--- src/rtl/gfr_pkg.sv ---
package gfr_pkg;
   localparam int WORD_W     = 16;
   localparam int TBYTE_W    = 8;
   localparam int TAGT_W     = 6;
   localparam int TRK_US_A   = 840;
   localparam int TRK_US_B   = 970;
   localparam int ACQ_US_A   = 31;
   localparam int ACQ_US_B   = 62;
   localparam int SEQ_START  = 2;
   localparam int SEQ_TOP_A  = 32;
   localparam int SEQ_TOP_B  = 16;
   localparam logic [1:0] TAG_KIND_FIRST = 2'b10;
   localparam logic [1:0] TAG_KIND_SEQ   = 2'b00;

   function automatic int pkt_len(input int nch);
      return 2 + 5 * nch;
   endfunction
endpackage

--- src/rtl/gfr_interval_timer.sv ---
module gfr_interval_timer
   import gfr_pkg::*;
#(
   parameter int CLKS_PER_US = 4
) (
   input  logic clk,
   input  logic rst_n,
   input  logic trk_mode,
   input  logic rate_sel,
   output logic tick,
   output logic restart
);
   localparam int P_TA  = TRK_US_A * CLKS_PER_US;
   localparam int P_TB  = TRK_US_B * CLKS_PER_US;
   localparam int P_AA  = ACQ_US_A * CLKS_PER_US;
   localparam int P_AB  = ACQ_US_B * CLKS_PER_US;
   localparam int CNT_W = $clog2(P_TB + 1);

   if (CLKS_PER_US < 1) begin : g_bad_clk
      $error("CLKS_PER_US must be at least 1");
   end

   logic [1:0]       ctrl_q;
   logic [CNT_W-1:0] cnt;
   logic [CNT_W-1:0] period;

   always_comb begin
      unique case ({trk_mode, rate_sel})
         2'b10:   period = CNT_W'(P_TA);
         2'b11:   period = CNT_W'(P_TB);
         2'b00:   period = CNT_W'(P_AA);
         default: period = CNT_W'(P_AB);
      endcase
   end

   assign restart = (ctrl_q != {trk_mode, rate_sel});
   assign tick    = !restart && (cnt == period - CNT_W'(1));

   always_ff @(posedge clk or negedge rst_n) begin
      if (!rst_n) begin
         ctrl_q <= 2'b00;
         cnt    <= '0;
      end else begin
         ctrl_q <= {trk_mode, rate_sel};
         if (restart || tick) cnt <= '0;
         else                 cnt <= cnt + CNT_W'(1);
      end
   end
endmodule

--- src/rtl/gfr_tag_gen.sv ---
module gfr_tag_gen
   import gfr_pkg::*;
(
   input  logic              clk,
   input  logic              rst_n,
   input  logic              start,
   input  logic              restart,
   input  logic              epoch_tick,
   input  logic              trk_mode,
   input  logic              rate_sel,
   input  logic [TAGT_W-1:0] time_now,
   output logic [7:0]        tag_next
);
   logic              first_pend;
   logic [TAGT_W-1:0] seq;
   logic [TAGT_W-1:0] seq_top;
   logic              is_first;

   assign seq_top  = rate_sel ? TAGT_W'(SEQ_TOP_B) : TAGT_W'(SEQ_TOP_A);
   assign is_first = trk_mode || first_pend || epoch_tick || restart;
   assign tag_next = is_first ? {TAG_KIND_FIRST, time_now} : {TAG_KIND_SEQ, seq};

   always_ff @(posedge clk or negedge rst_n) begin
      if (!rst_n) begin
         first_pend <= 1'b1;
         seq        <= TAGT_W'(SEQ_START);
      end else if (restart) begin
         first_pend <= 1'b1;
         seq        <= TAGT_W'(SEQ_START);
      end else if (start) begin
         first_pend <= 1'b0;
         if (is_first)            seq <= TAGT_W'(SEQ_START);
         else if (seq >= seq_top) seq <= seq_top;
         else                     seq <= seq + TAGT_W'(1);
      end else if (epoch_tick) begin
         first_pend <= 1'b1;
      end
   end
endmodule

--- src/rtl/gfr_serializer.sv ---
module gfr_serializer
   import gfr_pkg::*;
#(
   parameter int          NUM_CH    = 12,
   parameter logic [7:0]  SYNC_BYTE = 8'hC3,
   parameter logic [15:0] PAD_WORD  = 16'h8000
) (
   input  logic                      clk,
   input  logic                      rst_n,
   input  logic                      tick,
   input  logic [7:0]                tag_next,
   input  logic [NUM_CH-1:0]         ch_valid,
   input  logic [NUM_CH*WORD_W-1:0]  ch_i,
   input  logic [NUM_CH*WORD_W-1:0]  ch_q,
   input  logic [NUM_CH*TBYTE_W-1:0] ch_time,
   input  logic                      out_ready,
   output logic                      start,
   output logic                      out_valid,
   output logic [7:0]                out_data,
   output logic                      out_last,
   output logic                      overrun
);
   localparam int I_BASE = 2;
   localparam int Q_BASE = I_BASE + 2 * NUM_CH;
   localparam int T_BASE = Q_BASE + 2 * NUM_CH;
   localparam int PKT    = pkt_len(NUM_CH);
   localparam int IDX_W  = $clog2(PKT);
   localparam int CH_W   = (NUM_CH > 1) ? $clog2(NUM_CH) : 1;

   logic [WORD_W-1:0]  pad_i  [NUM_CH];
   logic [WORD_W-1:0]  pad_q  [NUM_CH];
   logic [WORD_W-1:0]  snap_i [NUM_CH];
   logic [WORD_W-1:0]  snap_q [NUM_CH];
   logic [TBYTE_W-1:0] snap_t [NUM_CH];
   logic [7:0]         tag_q;
   logic               busy;
   logic [IDX_W-1:0]   idx;

   assign start = tick && !busy;

   for (genvar c = 0; c < NUM_CH; c++) begin : g_ch
      assign pad_i[c] = ch_valid[c] ? ch_i[c*WORD_W +: WORD_W] : PAD_WORD;
      assign pad_q[c] = ch_valid[c] ? ch_q[c*WORD_W +: WORD_W] : PAD_WORD;

      always_ff @(posedge clk or negedge rst_n) begin
         if (!rst_n) begin
            snap_i[c] <= '0;
            snap_q[c] <= '0;
            snap_t[c] <= '0;
         end else if (start) begin
            snap_i[c] <= pad_i[c];
            snap_q[c] <= pad_q[c];
            snap_t[c] <= ch_time[c*TBYTE_W +: TBYTE_W];
         end
      end
   end

   always_ff @(posedge clk or negedge rst_n) begin
      if (!rst_n) begin
         busy    <= 1'b0;
         idx     <= '0;
         tag_q   <= '0;
         overrun <= 1'b0;
      end else begin
         if (tick && busy) overrun <= 1'b1;
         if (start) begin
            busy  <= 1'b1;
            idx   <= '0;
            tag_q <= tag_next;
         end else if (busy && out_ready) begin
            if (idx == IDX_W'(PKT - 1)) busy <= 1'b0;
            else                         idx  <= idx + IDX_W'(1);
         end
      end
   end

   logic [IDX_W-1:0]  off;
   logic [CH_W-1:0]   sel;
   logic [WORD_W-1:0] word;

   always_comb begin
      off      = '0;
      sel      = '0;
      word     = '0;
      out_data = SYNC_BYTE;
      if (idx == IDX_W'(1)) begin
         out_data = tag_q;
      end else if (idx >= IDX_W'(I_BASE) && idx < IDX_W'(Q_BASE)) begin
         off      = idx - IDX_W'(I_BASE);
         sel      = CH_W'(off >> 1);
         word     = snap_i[sel];
         out_data = off[0] ? word[7:0] : word[15:8];
      end else if (idx >= IDX_W'(Q_BASE) && idx < IDX_W'(T_BASE)) begin
         off      = idx - IDX_W'(Q_BASE);
         sel      = CH_W'(off >> 1);
         word     = snap_q[sel];
         out_data = off[0] ? word[7:0] : word[15:8];
      end else if (idx >= IDX_W'(T_BASE)) begin
         off      = idx - IDX_W'(T_BASE);
         sel      = CH_W'(off);
         out_data = snap_t[sel];
      end
   end

   assign out_valid = busy;
   assign out_last  = busy && (idx == IDX_W'(PKT - 1));
endmodule

--- src/rtl/gnss_pkt_framer.sv ---
module gnss_pkt_framer
   import gfr_pkg::*;
#(
   parameter int          NUM_CH      = 12,
   parameter int          CLKS_PER_US = 4,
   parameter logic [7:0]  SYNC_BYTE   = 8'hC3,
   parameter logic [15:0] PAD_WORD    = 16'h8000
) (
   input  logic                      clk,
   input  logic                      rst_n,
   input  logic                      trk_mode,
   input  logic                      rate_sel,
   input  logic                      epoch_tick,
   input  logic [5:0]                time_now,
   input  logic [NUM_CH-1:0]         ch_valid,
   input  logic [NUM_CH*16-1:0]      ch_i,
   input  logic [NUM_CH*16-1:0]      ch_q,
   input  logic [NUM_CH*8-1:0]       ch_time,
   output logic                      out_valid,
   input  logic                      out_ready,
   output logic [7:0]                out_data,
   output logic                      out_last,
   output logic                      overrun
);
   localparam int PKT = pkt_len(NUM_CH);

   if (NUM_CH < 1) begin : g_bad_nch
      $error("NUM_CH must be at least 1");
   end
   if (ACQ_US_A * CLKS_PER_US <= PKT) begin : g_bad_rate
      $error("shortest interval must exceed the packet length in cycles");
   end

   logic       tick;
   logic       restart;
   logic       start;
   logic [7:0] tag_next;

   gfr_interval_timer #(.CLKS_PER_US(CLKS_PER_US)) u_timer (
      .clk(clk), .rst_n(rst_n), .trk_mode(trk_mode), .rate_sel(rate_sel),
      .tick(tick), .restart(restart)
   );

   gfr_tag_gen u_tag (
      .clk(clk), .rst_n(rst_n), .start(start), .restart(restart),
      .epoch_tick(epoch_tick), .trk_mode(trk_mode), .rate_sel(rate_sel),
      .time_now(time_now), .tag_next(tag_next)
   );

   gfr_serializer #(.NUM_CH(NUM_CH), .SYNC_BYTE(SYNC_BYTE), .PAD_WORD(PAD_WORD)) u_ser (
      .clk(clk), .rst_n(rst_n), .tick(tick), .tag_next(tag_next),
      .ch_valid(ch_valid), .ch_i(ch_i), .ch_q(ch_q), .ch_time(ch_time),
      .out_ready(out_ready), .start(start), .out_valid(out_valid),
      .out_data(out_data), .out_last(out_last), .overrun(overrun)
   );
endmodule

--- config.mk ---
export PLATFORM = sky130hd
export DESIGN_NAME = gnss_pkt_framer
export DESIGN_NICKNAME = d
export VERILOG_FILES = /design/src/rtl/gfr_pkg.sv /design/src/rtl/gfr_interval_timer.sv /design/src/rtl/gfr_tag_gen.sv /design/src/rtl/gfr_serializer.sv /design/src/rtl/gnss_pkt_framer.sv
export SDC_FILE = /design/constraint.sdc
export NUM_CORES = 1
export LEC_CHECK = 0
export BUFFER_PORTS_ARGS = -buffer_cell sky130_fd_sc_hd__buf_2
export CAP_MARGIN = 10
export CORE_MARGIN = 2
export CORE_UTILIZATION = 45
export CTS_BUF_LIST = sky130_fd_sc_hd__clkbuf_4
export DETAILED_ROUTE_END_ITERATION = 10
export GPL_TIMING_DRIVEN = 0
export PLACE_DENSITY = 0.68
export RECOVER_POWER = 100
export SLEW_MARGIN = 10
export SYNTH_ARGS = -nofsm -noshare
export SYNTH_HDL_FRONTEND = slang
export SYNTH_HIERARCHICAL = 1
export SYNTH_SLANG_ARGS = --single-unit
--- constraint.sdc ---
create_clock -name clk -period 7 [get_ports clk]
set_input_delay 1.4 -clock clk [delete_from_list [all_inputs] [get_ports clk]]
set_output_delay 1.4 -clock clk [all_outputs]
set_load 0.02 [all_outputs]
# Word level (Yosys, flattened, before mapping)
# Index checks and enable logic that the tools add are counted.
# totals
register_bits,517
latch_bits,0
mem_bits_rw,0
romBits,0
out_inout_bits,11
elab_cells,146
memories,0
# op_classes
addsub,7
n_mul,0
div,0
order_cmp,9
eq_ne,7
n_shift,0
mux,56
n_bitwise,3
reduce_logical,20
# ops
cell,count
$mux W16,28
$bmux W16 S4,2
$mux W8,9
$mux W6,8
$pmux W12 S3,1
$bmux W8 S4,1
$ge A5 B5 Y1 const B,3
$not A4 Y5,3
$add A12 B1 Y12 const B,1
$add A6 B1 Y6 const B,2
$eq A12 B12 Y1,1
$mux W12,1
$sub A12 B1 Y12 const B,1
$logic_and A1 B1 Y1,7
$eq A6 B1 Y1 const B,1
$eq A6 B6 Y1 const B,1
$ge A6 B2 Y1 const B,1
$ge A6 B5 Y1 const B,1
$ge A6 B6 Y1,1
$ge A6 B6 Y1 const B,1
$lt A6 B5 Y1 const B,1
$lt A6 B6 Y1 const B,1
$mux W1,6
$reduce_bool A2 Y1,3
other kinds (11),17

# Logic depth before layout (Yosys ltp)
# Gate-level depths: netlist of run 1.
# logic_depth
word_depth,9
mapped_depth,14

# Cells and area by module
# The synthesis of run 1 kept the hierarchy.
# by_module_without_submodules
mod,instances,cells_each,area_per_inst_um2,seq_area_each_um2
gfr_serializer,1,2567,23632.7,12411.9
gfr_interval_timer,1,88,880.8,350.3
gfr_tag_gen,1,59,571.8,177.7

# Worst setup path before layout of run 1
# OpenSTA, ideal clock, no wires.
# synth_timing
kind,flip-flop to output port
from,register u_ser.idx[1]
to,output port out_data[7]
arrival_time_ps,3105
required_ps,5600
setup_slack_ps,2495
path_stages_with_launch,14
n_path_buf,6
cell_sequence,dfrtp_1 buf_4 buf_4 buf_4 inv_1 ha_1 buf_4 buf_2 clkbuf_1 mux4_2 nor2_1 o32ai_1 nand2_1 a31oi_1
# synth_via
elab_chain_len,9
# synth_lines
element,line,text
start: declaration,gfr_serializer.sv:37,logic [IDX_W-1:0] idx;
start signal: assignment,gfr_serializer.sv:72,else idx <= idx + IDX_W'(1);
$sub A5 B5 Y5 / $sub A4 B2 Y4 (equally long branches),"gfr_serializer.sv:94, gfr_serializer.sv:99",
"$not A4 Y5, on equally long branches","gfr_serializer.sv:96, gfr_serializer.sv:101",
$bmux W16 S4 / $bmux W8 S4 (equally long branches),"gfr_serializer.sv:96, gfr_serializer.sv:101",
$mux W16 (not written as such) / $mux W8 (equally long branches) (2 in a row),"gfr_serializer.sv:96, gfr_serializer.sv:101",
"$mux W8, on equally long branches","gfr_serializer.sv:97, gfr_serializer.sv:98",
$mux W8,gfr_serializer.sv:93,end else if (idx >= IDX_W'(Q_BASE) && idx < IDX_W'(T_BASE)) begin
$mux W8,gfr_serializer.sv:88,end else if (idx >= IDX_W'(I_BASE) && idx < IDX_W'(Q_BASE)) begin
$mux W8 *,gfr_serializer.sv:86,if (idx == IDX_W'(1)) begin
end: declaration,gnss_pkt_framer.sv:21,"output logic [7:0] out_data,"
# Every way passes the cells marked *; elsewhere a longest branch is shown, timed or not. The select of a mux whose other input is x is not followed.

# Final worst setup path of run 1
# Ends and elaborated chain as after synthesis.

==> reports/results.ini, run 1 <==
[grt]
grt_pass1_wl_mm=141.3
antenna_found_initial=4
grt-ovfl-total=0
grt_max_degree=113
use_met1_pct=44.43
grt_pass1_vias=23279
gr-max-usage-layer=met2
use_met3_pct=6.969
use_met2_pct=53.87
grt_usage_pct=34.04

[timing]
setup_viol=0
slew_headroom_pct=-62.37
whs_ps=460.6
max_freq_mhz=145.6
period_needed_ps=6866
hold_viol=0
tightest_slew_ps=2435
finalClockSkew_ps=65.58
fin_crit_sh_pct=98.09
slew_violations=423
finalWorstSetupSlack_ps=133.6

[place]
place_ws_ps=869.9
dp_hpwl_mm=74.25
post-place-cells=3981
io_buffers=514
place.gp.congestion=0.9716
place_area_sq_um=28740

[cts]
cts_tree=done
clock_sink_count=517
max-clock-path-buffers=3
clkTransAtPathRegs_ps=60
postCtsSetupBuffers=0
cts_root_buffer=clkbuf_4
cts_buffers=142
clk_latency_ps=940
cts_max_level=4
hold_buffers=0

[logic_synthesis]
synth_top_area_share_pct=51.37
synthTopCellsByArea=dfrtp_1, nand2_1, mux4_2, nand3_1, clkbuf_1
synth_ff_type=dfrtp_1
ys_seq_area_share_pct=51.58
synth_edf_count=0
yosysUniqueCellTypes=74
yosys.area.top_type=dfrtp_1
synth_warnings=6
avgSynthCellArea_sq_um=9.243
syn_inst=2714
ys_ff_latch=517
syn_nets=3229
synthArstFlopShare_pct=100.0
syn_area_sq_um=25090

[worst_setup_path]
slowest_delay_ps=520
end_kind=output port
cp.required_ps=5600
worstSetupPathType=flip-flop to output port
crit_arrival_ps=5470
path_cells=buf_4, buf_4, buf_4, inv_1, ha_1, buf_2, xor2_2, buf_2, nor2_1, a22oi_1, a21oi_1, a21oi_1, a31oi_1, clkbuf_2
timing.critical_path.mode_cell=buf_4
cp-start-kind=flip-flop
path_max_fanout=10
crit_slowest_cell=nor2_1

[die]
die_x_um=240.1
core_sq_um=55090
ioPinCount=515
initial_utilization_pct=45.53
die_area_sq_um=57650
fp-row-count=86
die_h_um=240.1

[route]
via_per_inst=5.574
drt_first_pass_iters=6
wl_per_cell_um=22.99
wl_mm=97.04
drtIter0Drc=2308
via_count=23535
ant_nets=0
drc_errors=0

[finish]
area_delta_synth_final_pct=21.11
drive_above_1_share_pct=26.51
final_nets=3890
final_cells=4222
fin_area_sq_um=30380

[run_status]
run_status=finished with violations
violations=capacitance limit, slew limit

[power_and_ir_drop]
max-vdd-ir-drop_mv=0.1901
leakage_nw=16.27
powerDensity_nw_per_um2=197.3

[worst_hold_path]
hp-class=flip-flop to flip-flop

[flow_run]
maxCapViolCount=5

## worst paths after layout
| path | to | start | cells past startpoint | slack [ps] |
|---|---|---|---|---|
| min | u_ser/snap_q[167] | u_ser/snap_q[167] | 2 | 460 |
| min in group asynchronous | u_ser/tag_q[2] | rst_n | 1 | 990 |
| max | out_data[7] | u_ser/idx[1] | 14 | 130 |
| max reg2reg | u_tag/seq[4] | u_timer/cnt[0] | 13 | 2810 |
| max in group asynchronous | u_ser/snap_i[34] | rst_n | 3 | 1060 |
| min reg2reg | u_ser/snap_q[167] | u_ser/snap_q[167] | 2 | 460 |
## through the flow
| stage | setup TNS [ps] | power [mW] | util [%] |
|---|---|---|---|
| final | 0 | 5.995 | 55.15 |
| after global routing | -4.716 | 6.240 | 55.15 |
| after CTS | 0 | 6.064 | 55.32 |
| after detailed placement | 0 | 3.362 | 52.17 |
| after global placement | -3212620 | 3.355 | 51.90 |
| after floorplan | 0 | 3.091 | - |
## synthesized netlist by cell type, types with 16 or more instances
cell / instances
buf_1: 44
buf_4: 16
inv_1: 34
a31oi_1: 35
nand2_1: 1123
nand3_1: 383
buf_2: 16
mux4_2: 114
a211oi_1: 19
a21oi_1: 33
mux2i_1: 17
nor2_1: 58
clkbuf_1: 120
dfrtp_1: 515
## placed cells by master, fill, tap and decap left out, types with 36 or more instances in the layout
| cell type | synthesis | final |
|---|---|---|
| nand2_1 | 1123 | 1123 |
| buf_2 | 16 | 519 |
| dfrtp_1 | 515 | 515 |
| nand3_1 | 383 | 383 |
| clkbuf_4 | 0 | 199 |
| clkbuf_1 | 120 | 120 |
| mux4_2 | 114 | 114 |
| nor2_1 | 58 | 58 |
| buf_1 | 44 | 40 |
| inv_1 | 34 | 36 |
## worst max-delay path, delay by kind of cell, from the launching register on
kind / cells / cell delay [ps]
xor gates and xnor gates: 1 / 260
buffers and inverters: 7 / 1910
adders and majority gates: 1 / 220
DFF: 1 / 500
AOI/OAI and AO/OA: 4 / 1100
and+or+nand+nor: 1 / 520
## metal layers
| metal | vias up | routed length [um] | share of wire [%] |
|---|---|---|---|
| li1 | 10532 | - | - |
| met1 | 11483 | 38330 | 39 |
| met2 | 1307 | 45910 | 47 |
| met3 | 211 | 8651 | 8.9 |
| met4 | 2 | 4146 | 4.3 |
| met5 | - | 13 | 0.013 |
## timing repair
item	in CTS	in global routing
endpoints found under the setup margin	8	5
gates resized for setup	4	10
hold endpoints to repair	0	0
pin swaps	0	0
## registers in the layout, summed over array words and instances, names as in the netlist
| name | count |
|---|---|
| u_ser/snap_i | 192 |
| u_ser/snap_q | 192 |
| u_ser/snap_t | 96 |
| u_timer/cnt | 12 |
| u_ser/tag_q | 8 |
| u_ser/idx | 6 |
| u_tag/seq | 6 |
| u_timer/ctrl_q | 2 |
| u_ser/out_valid | 1 |
| u_ser/overrun | 1 |
| u_tag/first_pend | 1 |
## layout make-up
cell class	count	area (sq um)
Antenna cell	3	7.507
Buffer	203	919.6
Clock buffer	196	1471
Clock inverter	44	266.5
Fill cell	5237	24710
Inverter	38	142.6
Multi-Input combinational cell	1954	11080
Sequential cell	517	12940
Tap cell	748	935.9
Timing Repair Buffer	519	2616
## power by group
part | switching, mW | internal [mW] | leakage [nW]
Combinational | 0.189 | 0.117 | 8.04
Clock | 1.30 | 1.40 | 1.03
Sequential | 0.00165 | 2.99 | 7.20
## logic make-up after synthesis
group / after synthesis / share of synthesized area (%)
AND/OR/NAND/NOR: 1613 / 26.76
flip-flops: 517 / 51.58
buffers and inverters: 243 / 4.225
AO/OA/AOI/OAI: 169 / 4.808
multiplexers: 141 / 11.36
XOR/XNOR: 19 / 0.6933
adder cells (fa/ha/maj): 11 / 0.5486
other: 1 / 0.01495
(Power assumes the default switching activity.)
==> run 2: changes to the inputs <==
Settings changed: CELL_PAD_IN_SITES_DETAIL_PLACEMENT from default to 0, CELL_PAD_IN_SITES_GLOBAL_PLACEMENT from default to 1, CORE_MARGIN 2 to default, PLACE_DENSITY 0.68 to default, PLACE_DENSITY_LB_ADDON from default to 0.1, REMOVE_ABC_BUFFERS from default to 1.
==> reports/results.ini, run 2 (same netlist as run 1, synthesis figures left out) <==
[place]
io_buffers=514
place_area_sq_um=28390
dp_hpwl_mm=57.44
place.gp.congestion=0.8689

[worst_hold_path]
holdCritStartpoint=u_ser/overrun
hp-class=flip-flop to flip-flop
holdPathStages=1
hold_path_end=u_ser/overrun

[timing]
finalClockSkew_ps=47.14
fin_crit_sh_pct=95.41
setup_viol=0
period_needed_ps=6679
rsz0062_at_grt=no
slew_violations=149
slew_headroom_pct=-259.1
hold_viol=0
tightest_slew_ps=5387
max_freq_mhz=149.7

[cts]
hold_buffers=0
clock_sink_count=517
max-clock-path-buffers=3
cts_max_level=4
cts_root_buffer=clkbuf_4
cts_tree=done
cts_buffers=144
clkTransAtPathRegs_ps=60
clk_latency_ps=960

[worst_setup_path]
path_max_fanout=49
r2r_start=u_timer/cnt[0]
rrSetupSlack_ps=890
worstSetupPathType=flip-flop to output port
reg2regPathDepth=11
end_kind=output port
cp.required_ps=5600
crit_arrival_ps=5280
r2r_end=u_tag/seq[3]
cp-start-kind=flip-flop

[die]
fp-row-count=86
die_x_um=238.1
ioPinCount=515
initial_utilization_pct=45.53
die_area_sq_um=56690
die_h_um=238.1
core_sq_um=55090

[route]
ant_nets=0
wl_per_cell_um=20.77
wl_mm=84.59
drc_errors=0
via_per_inst=5.396
drtIter0Drc=1504
drt_first_pass_iters=6
via_count=21979

[finish]
final-seq-area_sq_um=12950
mostFrequentLayoutCells=nand2_1, dfrtp_1, buf_2
reg_top3=u_ser/snap_i (192), u_ser/snap_q (192), u_ser/snap_t (96)
final_common_cell=nand2_1
multiInputGateArea_sq_um=11110
area_delta_synth_final_pct=20.34
final_nets=3711
drive_above_1_share_pct=27.72
utilization_pct=54.79
fillCellCount=5310
fin_area_sq_um=30190

[flow_run]
maxCapViolCount=2

[power_and_ir_drop]
max-vdd-ir-drop_mv=0.1513
leakage_nw=16.15
powerDensity_nw_per_um2=198.7

[grt]
grt_pass1_vias=21846
grt_pass1_wl_mm=127.3
antenna_found_initial=44
grt_usage_pct=30.04
grt_max_degree=157
grt-ovfl-total=0

[run_status]
run_status=finished with violations
violations=capacitance limit, slew limit

## run 2: cell count changes in the layout (fill, tap and decap cells not counted), moves of 12 or more
cell      previous run  this run
buf_2              519       507
clkbuf_4           199       212
clkbuf_1           120         6
buf_1               40         0
diode_2              3        31
buf_16               1        18
buf_4               17         0
clkbuf_2            14         1
## run 2: layer usage
metal	vias up	share of wire (%)	global-route usage [%]
li1	10209	-	-
met1	10758	40	38.25
met2	799	48	46.82
met3	177	7.9	9.093
met4	36	3.6	14.65
met5	-	0.28	0
## run 2: worst max path at each step
stage                 startpoint  depth (start not counted)            to  slack (ps)
CTS                 u_ser/idx[1]                         11   out_data[6]         110
global placement        rate_sel                         10  u_tag/seq[5]      -36060
floorplan               trk_mode                          9  u_tag/seq[5]      -16360
global route        u_ser/idx[1]                         10   out_data[5]         160
detailed placement  u_ser/idx[1]                         11   out_data[6]        1180
finish              u_ser/idx[1]                         10   out_data[5]         320
## run 2: timing repair
item / CTS / global route
setup endpoints to repair: 0 / 1
gates resized for setup: 0 / 0
setup buffers: 0 / 1
## run 2: power breakdown
part | total, mW | switching (mW) | internal [mW]
sequential | 2.99 | 0.00157 | 2.99
combinational | 0.300 | 0.183 | 0.117
clock | 2.71 | 1.29 | 1.41
total | 6.00 | 1.48 | 4.52
## run 2: per-stage QoR
step | power (mW) | TNS, ps | instances | worst slack [ps] | hold WS (ps)
after floorplan | 3.066 | -7995930 | 2509 | -16360 | 433.4
after global placement | 3.341 | - | 3771 | -36060 | 437.4
after detailed placement | 3.351 | 0 | 3797 | 1181 | 445.6
after CTS | 6.080 | 0 | 4041 | 108.4 | 386.0
after global routing | 6.273 | 0 | 4063 | 156.2 | 474.7
final | 5.998 | 0 | 4073 | 321.3 | 458.4
## run 2: cell type report
cell class / instances / area share [%]
clock inverters: 32 / 0.5264
diodes: 31 / 0.2570
well taps: 748 / 3.100
repair buffers: 541 / 10.64
multi-input cells: 1954 / 36.82
inverters: 38 / 0.4974
flip-flops and latches: 517 / 42.89
clock buffers: 212 / 5.272
## run 2: worst max-delay path, stage by stage (launching register included)
cell	delay, ps
dfrtp_4	770
buf_16	310
inv_1	230
ha_4	640
buf_16	310
mux4_2	380
mux2i_1	500
nor3_1	120
o21ai_0	550
a31oi_1	160
buf_2	210
==> run 3: changes to the inputs <==
--- a/config.mk
+++ b/config.mk
@@ -8,10 +8,11 @@
 export BUFFER_PORTS_ARGS = -buffer_cell sky130_fd_sc_hd__buf_2
 export CAP_MARGIN = 10
-export CELL_PAD_IN_SITES_DETAIL_PLACEMENT = 0
-export CELL_PAD_IN_SITES_GLOBAL_PLACEMENT = 1
-export CORE_UTILIZATION = 45
+export CELL_PAD_IN_SITES_DETAIL_PLACEMENT = 1
+export CELL_PAD_IN_SITES_GLOBAL_PLACEMENT = 2
+export CORE_UTILIZATION = 37
 export CTS_BUF_LIST = sky130_fd_sc_hd__clkbuf_4
 export DETAILED_ROUTE_END_ITERATION = 10
 export GPL_TIMING_DRIVEN = 0
+export HOLD_SLACK_MARGIN = 0.15
 export PLACE_DENSITY_LB_ADDON = 0.1
 export RECOVER_POWER = 100
==> constraint.sdc (replaced) <==
create_clock -name clk -period 7 [get_ports clk]
set_input_delay 1.4 -clock clk [delete_from_list [all_inputs] [get_ports clk]]
set_output_delay 1.4 -clock clk [all_outputs]
set_load 0.005 [all_outputs]
==> reports/results.ini, run 3 (same netlist as run 1, synthesis figures left out) <==
[timing]
rsz0062_at_grt=no
setup_viol=0
fin_crit_sh_pct=95.19
period_needed_ps=6663
tightest_slew_ps=4545
whs_ps=456.2
slew_headroom_pct=-203.0
tns_ps=0
slew_violations=132
hold_viol=0
max_freq_mhz=150.1
finalClockSkew_ps=55.42

[worst_setup_path]
cp-start-kind=flip-flop
path_max_fanout=46
slowest_delay_ps=590
path_cells=buf_16, buf_16, inv_1, ha_4, buf_12, buf_16, mux4_2, mux2i_1, nor3_1, a221o_1, a21oi_1, a31oi_1, clkbuf_2
worstSetupPathType=flip-flop to output port
critical_path.top_delay_family=buffers and inverters
crit_slowest_cell=ha_4
timing.critical_path.mode_cell=buf_16
end_kind=output port
path_buf_inv=6
cp.required_ps=5600
crit_arrival_ps=5260

[die]
die_area_sq_um=68840
ioPinCount=515
core_sq_um=67160
initial_utilization_pct=37.35
die_h_um=262.4
fp-row-count=95
die_x_um=262.4

[route]
drtIter0Drc=1390
wl_per_cell_um=22.40
via_count=22339
ant_nets=0
wl_mm=94.51
via_per_inst=5.295
drc_errors=0
drt_first_pass_iters=5

[power_and_ir_drop]
p_switching_mw=1.576
powerDensity_nw_per_um2=204.2
p_comb_share_pct=4.9
swShare_pct=25.30
intPower_mw=4.652
pwr-share-clk_pct=47.1
leakage_nw=16.24
max-vdd-ir-drop_mv=0.1183
p_seq_share_pct=48.0

[run_status]
run_status=finished with violations
violations=capacitance limit, slew limit

[place]
dp_hpwl_mm=63.81
post-place-cells=3922
place.gp.congestion=0.8438
io_buffers=514

[finish]
final_nets=3725
fillCellCount=7887
drive_above_1_share_pct=28.10
reg_top3=u_ser/snap_i (192), u_ser/snap_q (192), u_ser/snap_t (96)
final_common_cell=nand2_1
area_delta_synth_final_pct=21.60
mostFrequentLayoutCells=nand2_1, dfrtp_1, buf_2
utilization_pct=45.42
final_cells=4219

[cts]
clk_latency_ps=980
cts_max_level=4
clock_sink_count=517
cts_buffers=156
max-clock-path-buffers=3
cts_tree=done
clkTransAtPathRegs_ps=60
cts_root_buffer=clkbuf_4
hold_buffers=0

[grt]
grt_pass1_vias=24043
antenna_found_initial=48
grt-ovfl-total=0
grt_usage_pct=27.63
grt_pass1_wl_mm=143.6
grt_max_degree=131

[worst_hold_path]
hp-class=flip-flop to flip-flop

[flow_run]
maxCapViolCount=3

run 3: changes by cell type in the layout (fill, tap and decap cells not counted), moves of 2 or more:
cell,delta
clkinv_1,+10
clkbuf_4,+15
buf_16,-2
clkinv_4,+2
inv_2,-3
diode_2,-5
run 3: worst paths after layout:
kind	from	endpoint	slack, ps	depth (start not counted)
min in group asynchronous	rst_n	u_ser/snap_t[20]	2040	1
min reg2reg	u_ser/overrun	u_ser/overrun	460	1
max	u_ser/idx[1]	out_data[7]	340	13
min	u_ser/overrun	u_ser/overrun	460	1
max reg2reg	u_timer/cnt[0]	u_ser/snap_q[98]	900	13
max in group asynchronous	rst_n	u_ser/tag_q[6]	1230	4
run 3: area by class of cell:
type	count	area [sq um]	area share [%]
Sequential cell	517	12950	42.45
Tap cell	873	1092	3.581
Clock buffer	226	1697	5.562
Antenna cell	26	65.06	0.2133
Clock inverter	42	230.2	0.7547
Inverter	38	146.4	0.4799
Timing Repair Buffer	543	3194	10.47
Multi-Input combinational cell	1954	11130	36.49
run 3: timing repair:
action | in CTS | in global routing
pin swaps | 1 | 0
setup buffers | 3 | 0
setup endpoints to repair | 8 | 1
resized for setup | 0 | 1
run 3: power groups by stage:
| stage | Combinational [mW] | Sequential [mW] | Clock (mW) |
|---|---|---|---|
| 6_report | 0.303 | 2.99 | 2.93 |
| 5_1_grt | 0.333 | 2.99 | 3.19 |
| 4_1_cts | 0.315 | 2.99 | 3.04 |
| 3_5_place_dp | 0.314 | 3.05 | 0 |
| 3_3_place_gp | 0.300 | 3.05 | 0 |
| 2_1_floorplan | 0.0190 | 3.05 | 0 |
run 3: through the flow:
step	total power [mW]	cell area (sq um)	setup slack (ps)
after floorplan	3.066	24170	-16400
after global placement	3.348	27830	-39210
after detailed placement	3.360	28560	352.6
after CTS	6.342	30530	72.09
after global routing	6.516	30480	66.97
final	6.227	30500	336.7
run 3: layer usage:
metal / track usage (%) / up-vias / wire length [um]
met5: 0 / - / 287
met4: 12.94 / 44 / 3413
met3: 7.515 / 211 / 5716
met2: 45.26 / 607 / 46190
met1: 33.92 / 11243 / 38900
li1: - / 10234 / -
run 3: worst register-to-register path, stage by stage, from the launching register on:
cell and delay, ps:
dfrtp_1 410, ha_1 270, and4b_1 230, a31oi_1 50
a21oi_1 930, and3_1 450, nand2b_4 440, buf_16 400
buf_16 260, clkinvlp_4 1000, buf_16 380, buf_6 800
nand3_1 280, nand2_1 130
